### config.mk
export PLATFORM = sky130hd
export DESIGN_NAME = dbuf_serial_tx
export DESIGN_NICKNAME = d
export VERILOG_FILES = /design/src/rtl/dbtx_pkg.sv /design/src/rtl/dbtx_parity.sv /design/src/rtl/dbtx_holding.sv /design/src/rtl/dbtx_shifter.sv /design/src/rtl/dbtx_irq.sv /design/src/rtl/dbuf_serial_tx.sv
export SDC_FILE = /design/constraint.sdc
export NUM_CORES = 1
export LEC_CHECK = 0
export ABC_AREA = 1
export BUFFER_PORTS_ARGS = -buffer_cell sky130_fd_sc_hd__buf_2
export CAP_MARGIN = 0
export CELL_PAD_IN_SITES_DETAIL_PLACEMENT = 2
export CELL_PAD_IN_SITES_GLOBAL_PLACEMENT = 2
export CORE_AREA = 2 2 72 81
export DETAILED_ROUTE_END_ITERATION = 8
export DIE_AREA = 0 0 74 83
export GPL_TIMING_DRIVEN = 0
export PLACE_DENSITY_LB_ADDON = 0.15
export SKIP_LAST_GASP = 1
export SYNTH_ARGS = -nofsm -noshare
export SYNTH_HDL_FRONTEND = slang
export SYNTH_SLANG_ARGS = --single-unit
### constraint.sdc
create_clock -name clk -period 1.6 [get_ports clk]
set_input_delay 0.24 -clock clk [delete_from_list [all_inputs] [get_ports clk]]
set_output_delay 0.24 -clock clk [all_outputs]
set_load 0.05 [all_outputs]
### src/rtl/dbtx_pkg.sv
package dbtx_pkg;

  typedef enum logic [2:0] {
    ST_MARK   = 3'd0,
    ST_START  = 3'd1,
    ST_DATA   = 3'd2,
    ST_PARITY = 3'd3,
    ST_STOP   = 3'd4
  } tx_state_e;

endpackage

### src/rtl/dbtx_parity.sv
module dbtx_parity #(
  parameter int DATA_W = 8
) (
  input  logic [DATA_W-1:0] data,
  input  logic              odd,
  output logic              par_bit
);
  // XOR chain across the data bits; the chain is seeded with the mode so
  // odd parity comes out inverted.
  logic [DATA_W:0] chain;

  assign chain[0] = odd;

  for (genvar i = 0; i < DATA_W; i++) begin : g_xor
    assign chain[i+1] = chain[i] ^ data[i];
  end

  assign par_bit = chain[DATA_W];
endmodule

### src/rtl/dbtx_holding.sv
module dbtx_holding #(
  parameter int DATA_W = 8
) (
  input  logic              clk,
  input  logic              rst_n,
  input  logic              en,
  input  logic              wr_en,
  input  logic [DATA_W-1:0] wr_data,
  input  logic              take,
  input  logic              end_set,
  output logic [DATA_W-1:0] hold_data,
  output logic              hold_empty,
  output logic              tx_done
);
  logic [DATA_W-1:0] data_q;
  logic              empty_q, empty_d;
  logic              done_q, done_d;
  logic              wr_ok;

  assign wr_ok = en & wr_en;

  // Flag next-state. A write beats a same-cycle take: the shifter keeps
  // the old byte and the new one stays pending.
  always_comb begin
    empty_d = empty_q;
    done_d  = done_q;
    if (!en) begin
      empty_d = 1'b1;
      done_d  = 1'b1;
    end else begin
      if (wr_ok) begin
        empty_d = 1'b0;
      end else if (take) begin
        empty_d = 1'b1;
      end
      if (wr_ok) begin
        done_d = 1'b0;
      end else if (end_set) begin
        done_d = 1'b1;
      end
    end
  end

  always_ff @(posedge clk or negedge rst_n) begin
    if (!rst_n) begin
      empty_q <= 1'b1;
      done_q  <= 1'b1;
    end else begin
      empty_q <= empty_d;
      done_q  <= done_d;
    end
  end

  always_ff @(posedge clk or negedge rst_n) begin
    if (!rst_n) begin
      data_q <= '0;
    end else if (wr_ok) begin
      data_q <= wr_data;
    end
  end

  assign hold_data  = data_q;
  assign hold_empty = empty_q;
  assign tx_done    = done_q;
endmodule

### src/rtl/dbtx_shifter.sv
module dbtx_shifter
  import dbtx_pkg::*;
#(
  parameter int DATA_W = 8
) (
  input  logic              clk,
  input  logic              rst_n,
  input  logic              en,
  input  logic              baud_tick,
  input  logic              pending,
  input  logic [DATA_W-1:0] hold_data,
  input  logic              par_en,
  input  logic              par_odd,
  output logic              take,
  output logic              end_set,
  output logic              tx_out
);
  localparam int CNT_W = (DATA_W > 1) ? $clog2(DATA_W) : 1;
  localparam logic [CNT_W-1:0] LAST_BIT = CNT_W'(DATA_W - 1);

  tx_state_e         state_q, state_d;
  logic [CNT_W-1:0]  cnt_q, cnt_d;
  logic [DATA_W-1:0] sh_q, sh_d;
  logic              par_q, par_d;
  logic              pen_q, pen_d;
  logic              chain_q, chain_d;
  logic              out_q, out_d;
  logic              load, stop_entry, upd;
  logic              par_calc;

  dbtx_parity #(.DATA_W(DATA_W)) u_par (
    .data    (hold_data),
    .odd     (par_odd),
    .par_bit (par_calc)
  );

  assign upd = ~en | baud_tick;

  always_comb begin
    state_d    = state_q;
    cnt_d      = cnt_q;
    sh_d       = sh_q;
    par_d      = par_q;
    pen_d      = pen_q;
    chain_d    = chain_q;
    load       = 1'b0;
    stop_entry = 1'b0;
    end_set    = 1'b0;

    if (!en) begin
      state_d = ST_MARK;
      chain_d = 1'b0;
    end else if (baud_tick) begin
      unique case (state_q)
        ST_MARK: begin
          if (pending) begin
            load    = 1'b1;
            state_d = ST_START;
          end
        end
        ST_START: begin
          state_d = ST_DATA;
          cnt_d   = '0;
        end
        ST_DATA: begin
          sh_d = sh_q >> 1;
          if (cnt_q == LAST_BIT) begin
            if (pen_q) state_d = ST_PARITY;
            else       stop_entry = 1'b1;
          end else begin
            cnt_d = cnt_q + 1'b1;
          end
        end
        ST_PARITY: begin
          stop_entry = 1'b1;
        end
        ST_STOP: begin
          chain_d = 1'b0;
          if (chain_q) begin
            state_d = ST_START;
          end else if (pending) begin
            load    = 1'b1;
            state_d = ST_START;
          end else begin
            state_d = ST_MARK;
          end
        end
        default: state_d = ST_MARK;
      endcase

      // Decision point: the holding flag is sampled as the stop bit begins.
      if (stop_entry) begin
        state_d = ST_STOP;
        if (pending) begin
          load    = 1'b1;
          chain_d = 1'b1;
        end else begin
          end_set = 1'b1;
        end
      end

      if (load) begin
        sh_d  = hold_data;
        par_d = par_calc;
        pen_d = par_en;
      end
    end
  end

  // Line value for the state being entered, registered for a clean output.
  always_comb begin
    unique case (state_d)
      ST_START:  out_d = 1'b0;
      ST_DATA:   out_d = sh_d[0];
      ST_PARITY: out_d = par_d;
      default:   out_d = 1'b1;
    endcase
  end

  always_ff @(posedge clk or negedge rst_n) begin
    if (!rst_n) begin
      state_q <= ST_MARK;
      cnt_q   <= '0;
      sh_q    <= '0;
      par_q   <= 1'b0;
      pen_q   <= 1'b0;
      chain_q <= 1'b0;
      out_q   <= 1'b1;
    end else if (upd) begin
      state_q <= state_d;
      cnt_q   <= cnt_d;
      sh_q    <= sh_d;
      par_q   <= par_d;
      pen_q   <= pen_d;
      chain_q <= chain_d;
      out_q   <= out_d;
    end
  end

  assign take   = load;
  assign tx_out = out_q;
endmodule

### src/rtl/dbtx_irq.sv
module dbtx_irq (
  input  logic hold_empty,
  input  logic tx_done,
  input  logic txi_en,
  input  logic tei_en,
  output logic irq_empty,
  output logic irq_done
);
  assign irq_empty = hold_empty & txi_en;
  assign irq_done  = tx_done & tei_en;
endmodule

### src/rtl/dbuf_serial_tx.sv
module dbuf_serial_tx #(
  parameter int DATA_W = 8
) (
  input  logic              clk,
  input  logic              rst_n,
  input  logic              en,
  input  logic              wr_en,
  input  logic [DATA_W-1:0] wr_data,
  input  logic              par_en,
  input  logic              par_odd,
  input  logic              txi_en,
  input  logic              tei_en,
  input  logic              baud_tick,
  output logic              tx_out,
  output logic              hold_empty,
  output logic              tx_done,
  output logic              irq_empty,
  output logic              irq_done
);
  logic [DATA_W-1:0] hold_data;
  logic              take;
  logic              end_set;

  dbtx_holding #(.DATA_W(DATA_W)) u_hold (
    .clk        (clk),
    .rst_n      (rst_n),
    .en         (en),
    .wr_en      (wr_en),
    .wr_data    (wr_data),
    .take       (take),
    .end_set    (end_set),
    .hold_data  (hold_data),
    .hold_empty (hold_empty),
    .tx_done    (tx_done)
  );

  dbtx_shifter #(.DATA_W(DATA_W)) u_shift (
    .clk       (clk),
    .rst_n     (rst_n),
    .en        (en),
    .baud_tick (baud_tick),
    .pending   (~hold_empty),
    .hold_data (hold_data),
    .par_en    (par_en),
    .par_odd   (par_odd),
    .take      (take),
    .end_set   (end_set),
    .tx_out    (tx_out)
  );

  dbtx_irq u_irq (
    .hold_empty (hold_empty),
    .tx_done    (tx_done),
    .txi_en     (txi_en),
    .tei_en     (tei_en),
    .irq_empty  (irq_empty),
    .irq_done   (irq_done)
  );
endmodule

==> results of run 1 <==
-- layer usage --
metal / track usage / share of wire / routed length [um] / up-vias
met3: 0.0182 / 0.020 / 94 / 2
met5: 0 / 0 / 0 / -
met1: 0.203 / 0.44 / 2040 / 702
met4: 0.0446 / 0.0064 / 30 / 0
met2: 0.282 / 0.53 / 2490 / 21
li1: - / - / - / 686
-- power by group through the flow --
stage,Clock (mW),Sequential (mW),Combinational [mW]
floorplan,0,0.948,0.302
global placement,0,0.938,0.426
detailed placement,0,0.952,0.461
CTS,0.441,0.937,0.519
global route,0.461,0.966,0.648
finish,0.422,0.950,0.576
-- worst paths after layout --
| path | start | endpoint | slack (ns) | cells after the start |
|---|---|---|---|---|
| max | u_shift.cnt_q[1] | u_shift.tx_out | -0.14 | 13 |
| max reg2reg | u_shift.cnt_q[1] | u_shift.tx_out | -0.14 | 13 |
| min | rst_n | u_shift.sh_q[3] | -0.02 | 1 |
| min in group clk | wr_data[2] | u_hold.hold_data[2] | 0.15 | 3 |
| max in group asynchronous | rst_n | u_shift.chain_q | 1.18 | 1 |
| min reg2reg | u_shift.tx_out | u_shift.tx_out | 0.48 | 2 |
-- final cells by class --
class,instances,area (um2),share of cell area
inverters,24,95.1,0.0467
well taps,75,93.8,0.0461
repair buffers,39,272,0.133
multi-input cells,134,807,0.396
clock buffers,4,45.0,0.0221
flip-flops and latches,28,704,0.346
plain buffers,2,18.8,0.00922
-- worst max-delay path, stage by stage, from the launching register on --
cell and delay, ns:
dfrtp_1 0.41, ha_2 0.21, ha_4 0.17, nand2_4 0.07
nand2_4 0.06, nand3_4 0.07, nand2_4 0.09, nand2_8 0.09
inv_6 0.04, or2_4 0.23, nand3_2 0.06, nand3_2 0.07
nand2_1 0.06, nand2_1 0.05
-- sequential cells by signal (all words and copies together) (netlist names) --
name and cells:
u_shift.chain_q 1, u_hold.hold_data 8, u_shift.sh_q 8, u_shift.par_q 1, u_shift.state_q 3, u_shift.tx_out 1, u_hold.hold_empty 1, u_shift.pen_q 1
u_shift.cnt_q 3, u_hold.tx_done 1
-- through the flow --
step / cells / setup slack [ns]
2_1_floorplan: 188 / -0.0308
3_3_place_gp: 284 / -0.197
3_5_place_dp: 284 / -0.246
4_1_cts: 300 / -0.180
5_1_grt: 306 / -0.288
6_report: 306 / -0.145
-- what timing repair did --
item                                    CTS  global route
endpoints found under the setup margin   11            14
gates resized for setup                  10            28
pin swaps                                 7             9
setup buffers                            11             6
gates cloned                              1             0
-- layout by cell type (no fill, tap or decap), drive strengths merged, types with 2 or more instances in the layout --
cell type  Yosys  layout
a22o           2       2
a31oi          7       7
buf            1      40
clkbuf         1       5
dfrtp         25      25
dfstp          3       3
ha             2       2
inv           24      24
nand2         69      69
nand3         18      18
nor2          13      13
nor3           3       3
o21ai         11      11
xnor2          2       2
-- kinds of logic (layout without fill, tap and decap cells) --
| kind of cell | count (synthesis) | after routing | share of synthesized area |
|---|---|---|---|
| AOI/OAI and AO/OA | 23 | 23 | 0.0939 |
| and+or+nand+nor | 106 | 106 | 0.333 |
| xor gates and xnor gates | 3 | 3 | 0.0175 |
| buffers and inverters | 26 | 69 | 0.0715 |
| DFF | 28 | 28 | 0.468 |
| adders and majority gates | 2 | 2 | 0.0166 |
==> impl_results.md, run 1 <==
- Outcome: finished, violations left
- Failing checks: hold timing, setup timing
- Gpl congestion: between 0.7 and 0.8
- Setup slack after layout: -0.145 ns
- Synth Flop Type: dfrtp_1
- Min cycle time layout: 1.74 ns
- Area contributors post-synth: dfrtp_1 (42%), nand2_1 (16%), dfstp_2 (5.2%), nand3_1 (5.0%), inv_1 (4.7%)
- Number of remaining DRC errors: 0
- Worst VDD drop: 321 uV
- DR vias: 1411
- Clock network fraction of design power: 0.216
- Fin util: 0.385
- Worst path required time: 1.82 ns
- Leak Pwr: around 0.98 nW
- DR pass1 iterations: 4
- Grt total ovfl: 0
- Final setup fails: 9
- Combinational fraction of design power: 0.296
- Crit-path max FO: 4
- Bufs on Longest Clock Path: 2
- Synth-to-Final Area Change: 35.2%
- Final Cell Area: 0.00204 mm2
- Sequential power share: 0.488
- Cts bufs inserted: 3
- Slew Viols, Final: 0
- Die area: 0.00614 mm2
- Pwr dens: roughly 960 mW/mm2
- First-pass GRT wire length: 7770 um
- Relative slew margins: 0.547
- Setup crit start kind: flip-flop
- Biggest area consumer among synthesized cells: dfrtp_1
- WHS: -0.0177 ns
- # fillers: 624
- Total negative setup slack: -0.942 ns
- Worst slew pin tran: 0.679 ns
- Post-synth EDFFs: 0
- Data arrival time of the critical path: 1.97 ns
- Antenna-violating nets left: 0
- Core area: 0.00529 mm2
- CTS root buffer: clkbuf_8
- # port buffers: 21
- Fin. Hold Viols: 25
- Path type of the worst min-delay path: primary input to async pin
- Later-pin clock latency in the skew report: 0.28 ns
- Iter 0 DRT Violations: 19
- Synth cell types: 30
- Syn Inst Count: 188
- Cell Rows: 28
- Hold Buf Count CTS: 0
- Clk slew on worst S/H paths: 0.11 ns
- Synth Register Bits: 28
- Ys Warns: 0
- Syn nets: 207
- Sequential cell area fraction in the yosys report: 0.468
- Vias per inst: between 4 and 5
- Initial Util: 0.285
- Tot Pwr: 1.95 mW
- DP Wirelength: 3310 um
- GRT Total Usage: 0.161
- WL per Instance: 15.2 um
- P_int: 1.27 mW
- Initial antenna violation count: 0
- CTS tree: built
- IO Pins: 22
- Die height: 83 um
- Area post-placement: 0.00172 mm2
- Vias in the first global route: approximately 1600
- Largest net degree at the start of global routing: 29
- Most frequent cells after synthesis: nand2_1 (64), dfrtp_1 (25), inv_1 (19), nand3_1 (15)
- # diodes: 0
- Setup CP Type: flip-flop to flip-flop
- Clock skew: ~0.0055 ns
- Net Sw Frac: 0.346
- Switching power: 674 uW
- Final Routed Wirelength: 4660 um
- CP endpoint kind: flip-flop
- DIE WIDTH: 74 um
- Most numerous cell in the Yosys netlist: nand2_1
- Fraction of registers with async set/reset: 1.00
- Sink Count: 28
- Fmax: 573 MHz
- Final net count: 251
- Crit share post-route: 1.09
- Max-Cap Viols: 0
- Share of cells above drive strength 1: 0.368
- Post-Syn Area: 0.00151 mm2
- Synth top area share: 0.416
- Unrepaired setup endpoints after global routing: yes
- H-tree levels: 1
- Mean Syn Cell Area: 8.01 um2
Power figures use the tool's default switching activity.
==> run 2: changes to the inputs <==
==> constraint.sdc (replaced) <==
create_clock -name clk -period 1.6 [get_ports clk]
set_input_delay 0.32 -clock clk [delete_from_list [all_inputs] [get_ports clk]]
set_output_delay 0.32 -clock clk [all_outputs]
set_load 0.05 [all_outputs]
==> impl_results.md, run 2 (same netlist as run 1, synthesis figures left out) <==
- Outcome: finished, violations left
- Failing checks: setup timing
- # diodes: 0
- Sink Count: 28
- Most common cell after layout, fill and taps aside: nand2_1
- Unrepaired setup endpoints after global routing: yes
- Max-Cap Viols: 0
- Met1 WL: 2040 um
- First-pass GRT wire length: 7770 um
- Final setup fails: 9
- # fillers: 623
- Largest net degree at the start of global routing: 29
- Initial Util: 0.285
- Worst setup path end: u_shift.tx_out
- WL per Instance: ~15 um
- Iter 0 DRT Violations: 19
- WL met2: 2490 um
- Setup slack after layout: -0.145 ns
- Slew Viols, Final: 0
- Leak Pwr: ~1 nW
- CTS root buffer: clkbuf_8
- Crit. Startpoint: u_shift.cnt_q[1]
- Worst R2R Start: u_shift.cnt_q[1]
- Die height: ~83 um
- Pwr dens: 956 mW/mm2
- Clk slew on worst S/H paths: ~0.11 ns
- # port buffers: 21
- Setup crit start kind: flip-flop
- Fmax: roughly 570 MHz
- Max layer used: met4
- Synth-to-Final Area Change: 35.4%
- R2r setup slk: -0.14 ns
- Vias in the first global route: around 1600
- Bufs on Longest Clock Path: 2
- Worst VDD drop: ~320 uV
- Cell Rows: 28
- DP Wirelength: 3310 um
- Worst slew pin tran: approximately 0.68 ns
- Core area: 0.00529 mm2
- DR pass1 iterations: 4
- Final net count: 251
- Tot Pwr: 1.95 mW
- Commonest non-fill, non-tap cells in the layout: nand2_1 (58), dfrtp_1 (25), buf_2 (20)
- Share of cells above drive strength 1: 0.368
- DIE WIDTH: 74 um
- Initial antenna violation count: 0
- Later-pin clock latency in the skew report: 0.28 ns
- GRT Total Usage: 0.161
- CP endpoint kind: flip-flop
- CTS tree: built
- IO Pins: 22
- R2r worst-path depth: 13
- Crit-path max FO: 4
- Worst path cell trace: ha_2 -> ha_4 -> nand2_4 -> nand2_4 -> nand3_4 -> nand2_4 -> nand2_8 -> inv_6 -> or2_4 -> nand3_2 -> nand3_2 -> nand2_1 -> nand2_1
- Metal3 WL: 94 um
- Setup CP Type: flip-flop to flip-flop
- Worst path slowest cell: dfrtp_1
- DR vias: 1411
- H-tree levels: 1
- Area post-placement: 0.00172 mm2
- Peak per-stage delay on the critical path: approximately 0.41 ns
- Crit share post-route: 1.09
- Worst path required time: between 1.5 and 2 ns
- Cell repeated most along the worst path: nand2_4
- Relative slew margins: 0.547
- Clock skew: between 0.005 and 0.006 ns
- Data arrival time of the critical path: 1.97 ns
- Number of remaining DRC errors: 0
- Final Cell Area: a little over 0.002 mm2
- Die area: 0.00614 mm2
- Min cycle time layout: roughly 1.7 ns
- Path type of the worst min-delay path: primary input to async pin
- Vias per inst: 4.61
- Antenna-violating nets left: 0
- Hold Buf Count CTS: 0
- Gpl congestion: 0.755
- Cts bufs inserted: 3
- Final Routed Wirelength: 4660 um
- Fin. Hold Viols: 0
- Grt total ovfl: 0
- Reg2reg end: u_shift.tx_out
run 2: layout make-up:
| type | instances | area, um2 | share of cell area |
|---|---|---|---|
| inverter | 24 | 95.1 | 0.0467 |
| clock buffer | 4 | 45.0 | 0.0221 |
| tap | 75 | 93.8 | 0.0460 |
| sequential | 28 | 704 | 0.346 |
| buffer | 2 | 18.8 | 0.00921 |
| timing repair buffer | 39 | 274 | 0.134 |
| multi-input combinational | 134 | 807 | 0.396 |
run 2: worst min path at each step:
stage	cells after the start	slack, ns	end	start
finish	1	0.06	u_shift.sh_q[3]	rst_n
global route	1	0.10	u_shift.sh_q[4]	rst_n
CTS	1	0.09	u_shift.sh_q[4]	rst_n
detailed placement	1	0.41	u_shift.sh_q[4]	rst_n
global placement	1	0.39	u_shift.sh_q[4]	rst_n
floorplan	0	0.02	u_hold.hold_data[0]	rst_n
run 2: critical path: cells and delay by family, from the launching register on:
kind	cells	cell delay [ns]
fa+ha+maj	2	0.38
buf+inv	1	0.04
simple gates	10	0.85
flops	1	0.41
run 2: timing repair:
item,CTS,global route
hold endpoints to repair,0,0
buffers inserted,11,6
gates cloned,1,0
pin swaps,7,9
resized for setup,10,29
setup endpoints to repair,11,15
run 2: metrics by stage:
step | instances | hold slack [ns] | worst slack, ns | setup TNS, ns | utilization
2_1_floorplan | 188 | 0.0244 | -0.0308 | -0.0308 | -
3_3_place_gp | 284 | 0.389 | -0.197 | -0.622 | 0.325
3_5_place_dp | 284 | 0.406 | -0.246 | -1.25 | 0.325
4_1_cts | 300 | 0.0872 | -0.180 | -1.00 | 0.359
5_1_grt | 306 | 0.104 | -0.288 | -1.81 | 0.385
6_report | 306 | 0.0623 | -0.145 | -0.942 | 0.385
run 2: layer usage:
layer,GRT usage,vias up
met5,0,-
li1,-,686
met1,0.203,702
met4,0.0446,0
met3,0.0182,2
met2,0.282,21
run 2: report_power, final:
group / leakage [nW] / total (mW) / switching (mW) / internal [mW]
clock: 0.0228 / 0.422 / 0.242 / 0.179
combinational: 0.615 / 0.577 / 0.325 / 0.251
sequential: 0.347 / 0.950 / 0.107 / 0.844
total: 0.985 / 1.95 / 0.674 / 1.27
==> run 3: changes to the inputs <==
Settings changed: CORE_AREA 2 2 72 81 to 2 2 68 76, DIE_AREA 0 0 74 83 to 0 0 70 78.
Clock period 1.6 ns to 1.98 ns, I/O delays scaled along.
==> impl_results.md, run 3 (same netlist as run 1, synthesis figures left out) <==
- Iter 0 DRT Violations: 26
- Worst path slowest cell: dfrtp_1
- Vias per inst: ~5
- Synth-to-Final Area Change: 19.5%
- Outcome: completed
- Unrepaired setup endpoints after global routing: no
- Worst path cell trace: ha_2 -> ha_4 -> nand2_2 -> nand2_2 -> nand3_4 -> nand2_4 -> nand2_8 -> inv_4 -> or2_1 -> nand3_1 -> nand3_1 -> nand2_1 -> nand2_1
- Gpl congestion: 0.753
- Setup crit start kind: flip-flop
- Peak per-stage delay on the critical path: roughly 0.40 ns
- Switching power: slightly above 500 uW
- Grt total ovfl: 0
- IO Pins: 22
- DR vias: 1366
- Final Routed Wirelength: 4290 um
- # port buffers: 21
- Combinational fraction of design power: 0.240
- Later-pin clock latency in the skew report: just under 0.3 ns
- WHS: around 0.13 ns
- Bufs on Longest Clock Path: 2
- Crit-path max FO: 6
- Worst VDD drop: 299 uV
- Crit path max-delay family: simple AND/OR/NAND/NOR gates
- WL per Instance: 15.8 um
- P_int: between 1 and 1.5 mW
- Fin util: 0.389
- Tot Pwr: 1.61 mW
- Worst path required time: 2.21 ns
- First-pass GRT wire length: 7400 um
- GRT Total Usage: 0.171
- Worst Path Buf+Inv: 1
- Final net count: 236
- Commonest non-fill, non-tap cells in the layout: nand2_1 (63), dfrtp_1 (25), buf_2 (21)
- DP Worst Slack: 0.00367 ns
- Antenna-violating nets left: 0
- Worst slew pin tran: around 0.67 ns
- Die area: around 0.0055 mm2
- R2r setup slk: 0.17 ns
- Pwr dens: 897 mW/mm2
- Crit share post-route: 0.915
- Area post-placement: around 0.0017 mm2
- Max-Cap Viols: 0
- Final setup fails: 0
- CP endpoint kind: flip-flop
- Fin cells: 272
- DIE WIDTH: 70 um
- Sequential power share: 0.465
- Leak Pwr: 0.893 nW
- DR pass1 iterations: 4
- Fin. Hold Viols: 0
- Setup CP Type: flip-flop to flip-flop
- Total negative setup slack: 0 ns
- Fmax: 552 MHz
- Hold Buf Count CTS: 0
- CTS root buffer: clkbuf_8
- Setup slack after layout: ~0.17 ns
- Clock network fraction of design power: 0.295
- Vias in the first global route: 1511
- CTS tree: built
- H-tree levels: 1
- Initial Util: 0.326
- Die height: 78 um
- Most common cell after layout, fill and taps aside: nand2_1
- Largest net degree at the start of global routing: 29
- Slew Viols, Final: 0
- Sink Count: 28
- Clock skew: 0.00455 ns
- Cts bufs inserted: 3
- Clk slew on worst S/H paths: 0.11 ns
- Cell Rows: 26
- Core area: 0.00462 mm2
- # diodes: 0
- Initial antenna violation count: 0
- Share of cells above drive strength 1: 0.236
- Final Cell Area: about 0.0018 mm2
- Path type of the worst min-delay path: primary input to async pin
- Net Sw Frac: 0.319
- DP Wirelength: 3290 um
- Number of remaining DRC errors: 0
- Min cycle time layout: ~1.8 ns
- Placed cells: around 270
- Relative slew margins: 0.553
- Data arrival time of the critical path: just over 2 ns
run 3: what timing repair did:
action / CTS / global route
pin swaps: 0 / 2
gates resized for setup: 1 / 6
setup buffers: 1 / 2
endpoints found under the setup margin: 1 / 3
run 3: final cells by class:
type	count	area (um2)
Fill cell	544	2820
Sequential cell	28	704
Timing Repair Buffer	24	128
Tap cell	56	70.1
Clock buffer	3	41.3
Multi-Input combinational cell	134	718
Buffer	2	15.0
Inverter	24	92.6
Clock inverter	1	30.0
run 3: worst paths after layout:
path | startpoint | to | cells after the start
min | rst_n | u_shift.sh_q[4] | 1
max | u_shift.cnt_q[0] | u_shift.tx_out | 13
max in group asynchronous | rst_n | u_hold.hold_data[0] | 1
min reg2reg | u_shift.tx_out | u_shift.tx_out | 2
max reg2reg | u_shift.cnt_q[0] | u_shift.tx_out | 13
min in group clk | wr_data[2] | u_hold.hold_data[2] | 3
run 3: power by group through the flow:
stage                     combinational [mW]  clock [mW]  sequential [mW]
after floorplan                        0.242           0            0.765
final                                  0.388       0.476            0.750
after CTS                              0.386       0.479            0.752
after global routing                   0.447       0.506            0.769
after global placement                 0.346           0            0.755
after detailed placement               0.367           0            0.765
run 3: layer usage:
| metal | routed length (um) | part of all wire | up-vias | global-route usage |
|---|---|---|---|---|
| met5 | 0 | 0 | - | 0 |
| met4 | 53 | 0.012 | 0 | 0.0462 |
| met3 | 97 | 0.023 | 5 | 0.0195 |
| met2 | 2260 | 0.53 | 22 | 0.311 |
| met1 | 1880 | 0.44 | 680 | 0.212 |
| li1 | - | - | 659 | - |
